File: config.mk
export PLATFORM = sky130hd
export DESIGN_NAME = regspi_master
export DESIGN_NICKNAME = d
export VERILOG_FILES = /design/src/rtl/regspi_pkg.sv /design/src/rtl/regspi_fifo.sv /design/src/rtl/regspi_baud.sv /design/src/rtl/regspi_shifter.sv /design/src/rtl/regspi_master.sv
export SDC_FILE = /design/constraint.sdc
export NUM_CORES = 1
export LEC_CHECK = 0
export BUFFER_PORTS_ARGS = -buffer_cell sky130_fd_sc_hd__buf_2
export CAP_MARGIN = 30
export CORE_MARGIN = 2
export CORE_UTILIZATION = 67
export DETAILED_ROUTE_END_ITERATION = 12
export PLACE_DENSITY = 0.85
export SETUP_SLACK_MARGIN = 0.4
export SYNTH_ARGS = -nofsm -noshare
export SYNTH_HDL_FRONTEND = slang
export SYNTH_SLANG_ARGS = --single-unit
File: constraint.sdc
create_clock -name clk -period 13.4 [get_ports clk]
set_input_delay 0.67 -clock clk [delete_from_list [all_inputs] [get_ports clk]]
set_output_delay 0.67 -clock clk [all_outputs]
set_load 0.01 [all_outputs]
File: src/rtl/regspi_pkg.sv
package regspi_pkg;
   // register word indices (byte offset >> 2)
   localparam logic [2:0] WA_RXD = 3'd0;
   localparam logic [2:0] WA_TXD = 3'd1;
   localparam logic [2:0] WA_CTL = 3'd2;
   localparam logic [2:0] WA_IEN = 3'd3;
   localparam logic [2:0] WA_STA = 3'd5;
   localparam logic [2:0] WA_RST = 3'd7;

   // control bit positions
   localparam int CB_EN   = 0;
   localparam int CB_MST  = 1;
   localparam int CB_XCH  = 2;
   localparam int CB_POL  = 4;
   localparam int CB_PHA  = 5;
   localparam int CB_GAP  = 6;
   localparam int CB_SSP  = 7;
   localparam int CB_LEN  = 8;
   localparam int CB_RATE = 16;
   localparam int CB_CS   = 24;

   localparam int IE_TXE = 0;
   localparam int IE_RXR = 3;

   typedef enum logic [1:0] {SH_IDLE, SH_SHIFT, SH_GAP} sh_state_t;

   typedef struct packed {
      logic       cpol;
      logic       cpha;
      logic       ss_gap;
      logic [4:0] len_m1;
   } shift_cfg_t;
endpackage

File: src/rtl/regspi_fifo.sv
module regspi_fifo #(
   parameter int W     = 32,
   parameter int DEPTH = 8
) (
   input  logic         clk,
   input  logic         rst_n,
   input  logic         flush,
   input  logic         push,
   input  logic [W-1:0] din,
   input  logic         pop,
   output logic [W-1:0] dout,
   output logic         empty,
   output logic         full
);
   localparam int AW = $clog2(DEPTH);

   if (DEPTH < 2 || (1 << AW) != DEPTH) begin : g_bad_depth
      $error("regspi_fifo: DEPTH must be a power of two >= 2");
   end

   logic [W-1:0]  mem [DEPTH];
   logic [AW-1:0] wp, rp;
   logic [AW:0]   cnt;
   logic          do_push, do_pop;

   assign empty   = (cnt == '0);
   assign full    = (cnt == (AW+1)'(DEPTH));
   assign do_push = push && !full;
   assign do_pop  = pop && !empty;
   assign dout    = mem[rp];

   always_ff @(posedge clk) begin
      if (do_push && !flush) mem[wp] <= din;
   end

   always_ff @(posedge clk or negedge rst_n) begin
      if (!rst_n) begin
         wp  <= '0;
         rp  <= '0;
         cnt <= '0;
      end else if (flush) begin
         wp  <= '0;
         rp  <= '0;
         cnt <= '0;
      end else begin
         if (do_push) wp <= wp + AW'(1);
         if (do_pop)  rp <= rp + AW'(1);
         case ({do_push, do_pop})
            2'b10:   cnt <= cnt + (AW+1)'(1);
            2'b01:   cnt <= cnt - (AW+1)'(1);
            default: cnt <= cnt;
         endcase
      end
   end
endmodule

File: src/rtl/regspi_baud.sv
module regspi_baud #(
   parameter int RATE_W = 3
) (
   input  logic              clk,
   input  logic              rst_n,
   input  logic              run,
   input  logic [RATE_W-1:0] rate,
   output logic              tick
);
   localparam int CNT_W = (1 << RATE_W) + 1;

   if (RATE_W < 1 || RATE_W > 5) begin : g_bad_rate
      $error("regspi_baud: RATE_W out of range");
   end

   logic [CNT_W-1:0] cnt, half_m1;

   assign half_m1 = (CNT_W'(2) << rate) - CNT_W'(1);
   assign tick    = run && (cnt == half_m1);

   always_ff @(posedge clk or negedge rst_n) begin
      if (!rst_n)              cnt <= '0;
      else if (!run || tick)   cnt <= '0;
      else                     cnt <= cnt + CNT_W'(1);
   end
endmodule

File: src/rtl/regspi_shifter.sv
module regspi_shifter
   import regspi_pkg::*;
(
   input  logic        clk,
   input  logic        rst_n,
   input  logic        flush,
   input  logic        go,
   input  shift_cfg_t  cfg,
   input  logic        tick,
   input  logic        tx_avail,
   input  logic [31:0] tx_word,
   output logic        tx_pop,
   output logic        rx_push,
   output logic [31:0] rx_word,
   output logic        busy,
   output logic        ss_active,
   output logic        sclk,
   output logic        mosi,
   input  logic        miso
);
   sh_state_t   state;
   logic [5:0]  edge_no;
   logic        sclk_ph, mosi_q, load, edge_last, leading, sample;
   logic [31:0] txs, rxs, rx_now, aligned;

   assign edge_last = (edge_no == {cfg.len_m1, 1'b1});
   assign leading   = !edge_no[0];
   assign sample    = (leading != cfg.cpha);
   assign rx_now    = {rxs[30:0], miso};
   assign aligned   = tx_word << (5'd31 - cfg.len_m1);

   always_comb begin
      load = 1'b0;
      unique case (state)
         SH_IDLE:  load = go && tx_avail;
         SH_SHIFT: load = tick && edge_last && go && tx_avail && !cfg.ss_gap;
         SH_GAP:   load = tick && go && tx_avail;
         default:  load = 1'b0;
      endcase
   end

   assign tx_pop    = load && !flush;
   assign rx_push   = (state == SH_SHIFT) && tick && edge_last && !flush;
   assign rx_word   = sample ? rx_now : rxs;
   assign busy      = (state != SH_IDLE);
   assign ss_active = (state == SH_SHIFT);
   assign sclk      = cfg.cpol ^ sclk_ph;
   assign mosi      = mosi_q;

   always_ff @(posedge clk or negedge rst_n) begin
      if (!rst_n) begin
         state   <= SH_IDLE;
         edge_no <= '0;
         sclk_ph <= 1'b0;
         mosi_q  <= 1'b0;
         txs     <= '0;
         rxs     <= '0;
      end else if (flush) begin
         state   <= SH_IDLE;
         edge_no <= '0;
         sclk_ph <= 1'b0;
      end else begin
         case (state)
            SH_SHIFT: if (tick) begin
               sclk_ph <= ~sclk_ph;
               if (sample) rxs <= rx_now;
               else begin
                  mosi_q <= txs[31];
                  txs    <= txs << 1;
               end
               if (edge_last) begin
                  edge_no <= '0;
                  if (!(go && tx_avail)) state <= SH_IDLE;
                  else if (cfg.ss_gap)   state <= SH_GAP;
               end else begin
                  edge_no <= edge_no + 6'd1;
               end
            end
            SH_GAP: if (tick && !(go && tx_avail)) state <= SH_IDLE;
            default: ;
         endcase
         if (load) begin
            state   <= SH_SHIFT;
            edge_no <= '0;
            sclk_ph <= 1'b0;
            rxs     <= '0;
            if (!cfg.cpha) begin
               mosi_q <= aligned[31];
               txs    <= aligned << 1;
            end else begin
               txs    <= aligned;
            end
         end
      end
   end
endmodule

File: src/rtl/regspi_master.sv
module regspi_master
   import regspi_pkg::*;
#(
   parameter int FIFO_DEPTH = 8,
   parameter int NUM_CS     = 4,
   parameter int RATE_W     = 3
) (
   input  logic              clk,
   input  logic              rst_n,
   input  logic [4:0]        bus_addr,
   input  logic              bus_wr,
   input  logic              bus_rd,
   input  logic [31:0]       bus_wdata,
   output logic [31:0]       bus_rdata,
   output logic              irq,
   output logic              spi_sclk,
   output logic              spi_mosi,
   input  logic              spi_miso,
   output logic [NUM_CS-1:0] spi_ss
);
   localparam int CS_W = (NUM_CS > 1) ? $clog2(NUM_CS) : 1;
   localparam logic [31:0] CTL_MASK = 32'h0000_1FF7
                                    | (((32'd1 << RATE_W) - 32'd1) << CB_RATE)
                                    | (((32'd1 << CS_W) - 32'd1) << CB_CS);
   localparam logic [31:0] IEN_MASK = (32'd1 << IE_TXE) | (32'd1 << IE_RXR);

   if (NUM_CS < 1 || CS_W > 8) begin : g_bad_cs
      $error("regspi_master: NUM_CS out of range");
   end

   logic [31:0] ctl_q, ien_q, tx_dout, rx_dout, rx_word;
   logic [2:0]  wa;
   logic        wr_ctl, wr_txd, soft_rst, rd_rxd;
   logic        tx_empty, tx_full, rx_empty, rx_full;
   logic        tx_pop, rx_push, busy, ss_active, tick, go;
   logic        sspol, cpol, xch;
   logic [CS_W-1:0]   cs_idx;
   logic [RATE_W-1:0] rate;
   shift_cfg_t  cfg;
   logic        unused_bits;

   assign wa       = bus_addr[4:2];
   assign wr_ctl   = bus_wr && (wa == WA_CTL);
   assign wr_txd   = bus_wr && (wa == WA_TXD);
   assign soft_rst = bus_wr && (wa == WA_RST) && bus_wdata[0];
   assign rd_rxd   = bus_rd && (wa == WA_RXD);
   assign unused_bits = ^{bus_addr[1:0], tx_full, rx_full};

   assign sspol  = ctl_q[CB_SSP];
   assign cpol   = ctl_q[CB_POL];
   assign xch    = ctl_q[CB_XCH];
   assign cs_idx = ctl_q[CB_CS +: CS_W];
   assign rate   = ctl_q[CB_RATE +: RATE_W];
   assign go     = ctl_q[CB_EN] && ctl_q[CB_MST] && xch;
   assign cfg    = '{cpol:   ctl_q[CB_POL],
                     cpha:   ctl_q[CB_PHA],
                     ss_gap: ctl_q[CB_GAP],
                     len_m1: ctl_q[CB_LEN +: 5]};

   always_ff @(posedge clk or negedge rst_n) begin
      if (!rst_n) begin
         ctl_q <= '0;
         ien_q <= '0;
      end else begin
         if (soft_rst)                          ctl_q[CB_XCH] <= 1'b0;
         else if (wr_ctl)                       ctl_q <= bus_wdata & CTL_MASK;
         else if (xch && !busy && tx_empty)     ctl_q[CB_XCH] <= 1'b0;
         if (bus_wr && (wa == WA_IEN))          ien_q <= bus_wdata & IEN_MASK;
      end
   end

   regspi_fifo #(.W(32), .DEPTH(FIFO_DEPTH)) i_txq (
      .clk(clk), .rst_n(rst_n), .flush(soft_rst),
      .push(wr_txd), .din(bus_wdata), .pop(tx_pop), .dout(tx_dout),
      .empty(tx_empty), .full(tx_full));

   regspi_fifo #(.W(32), .DEPTH(FIFO_DEPTH)) i_rxq (
      .clk(clk), .rst_n(rst_n), .flush(soft_rst),
      .push(rx_push), .din(rx_word), .pop(rd_rxd), .dout(rx_dout),
      .empty(rx_empty), .full(rx_full));

   regspi_baud #(.RATE_W(RATE_W)) i_baud (
      .clk(clk), .rst_n(rst_n), .run(busy), .rate(rate), .tick(tick));

   regspi_shifter i_shift (
      .clk(clk), .rst_n(rst_n), .flush(soft_rst), .go(go), .cfg(cfg),
      .tick(tick), .tx_avail(!tx_empty), .tx_word(tx_dout), .tx_pop(tx_pop),
      .rx_push(rx_push), .rx_word(rx_word), .busy(busy), .ss_active(ss_active),
      .sclk(spi_sclk), .mosi(spi_mosi), .miso(spi_miso));

   for (genvar i = 0; i < NUM_CS; i++) begin : g_ss
      assign spi_ss[i] = (ss_active && (cs_idx == CS_W'(i))) ? sspol : ~sspol;
   end

   assign irq = (ien_q[IE_TXE] && tx_empty) || (ien_q[IE_RXR] && !rx_empty);

   always_comb begin
      unique case (wa)
         WA_RXD:  bus_rdata = rx_empty ? 32'd0 : rx_dout;
         WA_CTL:  bus_rdata = ctl_q;
         WA_IEN:  bus_rdata = ien_q;
         WA_STA:  bus_rdata = {28'd0, !rx_empty, 2'b00, tx_empty};
         default: bus_rdata = 32'd0;
      endcase
   end
endmodule

==> flow_summary.toml <==
[floorplanning]
die_w_um = 208
core_area_sq_mm = 0.0409
io_pins = 81
row_count = 74
die_area_sq_mm = 0.0432
start_util_pct = 68.0
die_height_um = 208

[logic_synthesis]
synth_top_area_share_pct = 55.2
mappedNetlistArea_sq_mm = 0.0278
postSynthCellCount = 1689
post-synth-top-area-cell = "edfxtp_1"
synth_nets = 1745
async_flop_share_pct = 19.2
seq_area_frac_synth_pct = 66.2
synthFlopType = "edfxtp_1"
ys_ff_latch = 634
synth_edf_count = 512
synthTopCellsByArea = "edfxtp_1 55%, mux4_2 12%, dfrtp_1 11%, mux2i_1 3.2%, mux2_2 2.9%"
ys.warnings.count = 0
syn_area_per_cell_sq_um = 16.5
synth_cell_types = 78

[routing]
finalWirelength_um = 69000
drc = 0
drtPass1Iterations = 5
ant_nets = 0
drt_iter0_markers = 2145
routed_via_density = 7.10
wire_per_inst_um = 29.3
vias = 16700

[timing]
maxSlewHeadroom_pct = 23.7
max_freq_mhz = 209
period_needed_ns = 4.80
hold_viol = 0
setup_tns_ns = 0
rsz0062_at_grt = "no"
period_share_pct = 35.8
fin_skew_ns = 0.0536
worst_pin_slew_ns = 1.14
drv_slew = 0
setup_violations = 0

[clock_network]
numCtsBuffers = 60
post_cts_resized = 0
path_clk_slew_ns = 0.06
cts_setup_buffers = 0
clkSinkCount = 634
root_buffer = "clkbuf_16"
h-tree-depth = 2
cts_tree = "built"
clockBufferDepth = 3
cts_hold_buf = 0
clock_latency_ns = 0.67

[power_and_ir_drop]
sequentialPowerShare_pct = 42.7
switching_power_w = 0.00164
p_int_w = 0.00377
switching_share_pct = 30.4
power_density_mw_per_mm2 = 175
clkPwrFrac_pct = 31.5
vdd_drop_max_mv = 0.145
pwr-share-comb_pct = 25.8
p_leak_nw = 11.0
p_total_w = 0.00541

[global_routing]
track_usage_pct = 32.4
grt_pass1_vias = 17100
grt-ovfl-total = 0
grt_pass1_wl_um = 105000
grt_max_degree = 68
antenna_found_initial = 4

[placed_design]
io_buffers = 78
place_congestion = 0.898
dp_hpwl_um = 40000

[cells_and_area]
layout_commonest_cell = "edfxtp_1"
syn_to_final_growth_pct = 11.3
drive_gt1_share_pct = 25.7
multi_input_area_sq_mm = 0.00899
n_fill_cell = 2183
layout_common_cells = "512 x edfxtp_1, 143 x mux4_2, 117 x dfrtp_1, 109 x nor2_1, 95 x nand2_1"
final-seq-area_sq_mm = 0.0184
nNetsFinal = 1822

[status]
outcome = "complete, no violations"

[setup_path]
cp_max_fo = 38
cp.arrival_ns = 5.29
critical_path_class = "reg2reg"
worstSetupStartpointType = "flip-flop"
end_kind = "flip-flop"
required_ns = 13.90

[run]
max_cap_violations = 0

[hold_path]
worstHoldPathType = "in2async"
cell type report:
| cell class | instances | area share [%] |
|---|---|---|
| clock buffer | 81 | 5.26 |
| tap | 532 | 2.15 |
| sequential | 634 | 59.5 |
| antenna | 5 | 0.0404 |
| inverter | 21 | 0.255 |
| clock inverter | 33 | 1.17 |
| multi-input combinational | 926 | 29.0 |
| timing repair buffer | 123 | 2.55 |
power groups by stage:
stage | logic [W] | registers, W | clock network (W)
6_report | 0.00140 | 0.00231 | 0.00170
2_1_floorplan | 0.00106 | 0.00226 | 0
3_5_place_dp | 0.00135 | 0.00235 | 0
4_1_cts | 0.00137 | 0.00231 | 0.00171
5_1_grt | 0.00147 | 0.00233 | 0.00179
3_3_place_gp | 0.00132 | 0.00234 | 0
worst max-delay path: stages, from the launching register on:
cell and delay, ns:
dfrtp_4 0.73, buf_4 0.70, mux4_2 0.62, mux2_2 0.32
a222oi_1 1.00, nor2_1 0.12, a211oi_1 0.58, a21boi_1 0.15
a221oi_1 0.29, nor2_1 0.08
sequential cells by signal, indices dropped and copies added, names as in the netlist:
| name | flops |
|---|---|
| i_baud.cnt | 9 |
| ctl_q | 17 |
| i_shift.edge_no | 6 |
| i_txq.cnt | 4 |
| i_shift.txs | 32 |
| i_shift.sclk_ph | 1 |
| i_shift.mosi | 1 |
| i_txq.rp | 3 |
| i_shift.rxs | 32 |
| i_rxq.cnt | 4 |
| i_rxq.mem | 256 |
| i_rxq.rp | 3 |
| i_shift.state | 2 |
| ien_q | 2 |
| i_txq.wp | 3 |
| i_rxq.wp | 3 |
| i_txq.mem | 256 |
cell families after synthesis:
family                   share of synthesized area (%)
flip-flops                                        66.2
AND/OR/NAND/NOR                                   5.31
multiplexers                                      18.6
adder cells (fa/ha/maj)                          0.656
buffers and inverters                             1.94
XOR/XNOR                                          1.10
AO/OA/AOI/OAI                                     6.20
final timing paths:
check | startpoint | end | slack [ns] | cells past startpoint
min in group clk | bus_wdata[28] | i_txq.mem[7][28] | 0.30 | 1
hold reg to reg | i_shift.txs[2] | i_shift.txs[2] | 0.50 | 2
hold / removal | rst_n | i_shift.txs[8] | 0.10 | 1
max in group asynchronous | rst_n | i_shift.rxs[10] | 12.06 | 3
setup / recovery | i_txq.rp[0] | i_shift.txs[11] | 8.60 | 9
setup reg to reg | i_txq.rp[0] | i_shift.txs[11] | 8.60 | 9
synth_stat cells, types with 5 or more instances:
master and count:
edfxtp_1 512, mux4_2 143, dfrtp_1 122, nor2_1 120, nand2_1 95, mux2i_1 88
clkbuf_1 76, mux2_2 72, o21ai_0 41, a32o_1 32, a21oi_1 29, nor3_1 25
nand3_1 24, xor2_1 22, buf_1 18, inv_1 16, o21ai_1 15, nand2b_1 14
ha_1 13, xnor2_1 13, a221oi_1 11, and2_1 11, a211oi_1 9, mux4_1 8
o211ai_1 8, a22oi_1 7, buf_2 7, nor4_1 7, o22ai_1 7, a211o_1 5
a21o_1 5, a2bb2oi_1 5, a31oi_1 5, and3_1 5, nor3b_1 5, or3_1 5
through the flow:
step / utilization, % / hold WS [ns] / cell area [sq um] / std cells / setup slack, ns
floorplan: - / 0.374 / 27800 / 1689 / 8.22
global placement: 70.5 / 0.469 / 28900 / 2231 / 8.73
detailed placement: 70.6 / 0.479 / 28900 / 2233 / 8.65
CTS: 75.5 / 0.116 / 30900 / 2347 / 8.61
global route: 75.7 / 0.172 / 31000 / 2353 / 8.24
finish: 75.7 / 0.105 / 31000 / 2355 / 8.60
per-layer routing:
| metal | track usage, % | vias up | part of all wire [%] |
|---|---|---|---|
| met4 | 14.2 | 0 | 4.5 |
| met3 | 5.89 | 207 | 9.4 |
| met2 | 53.9 | 1133 | 51 |
| li1 | - | 6914 | - |
| met1 | 42.5 | 8466 | 35 |
| met5 | 0 | - | 0 |
Note: power is estimated with default switching activity, not from simulation.
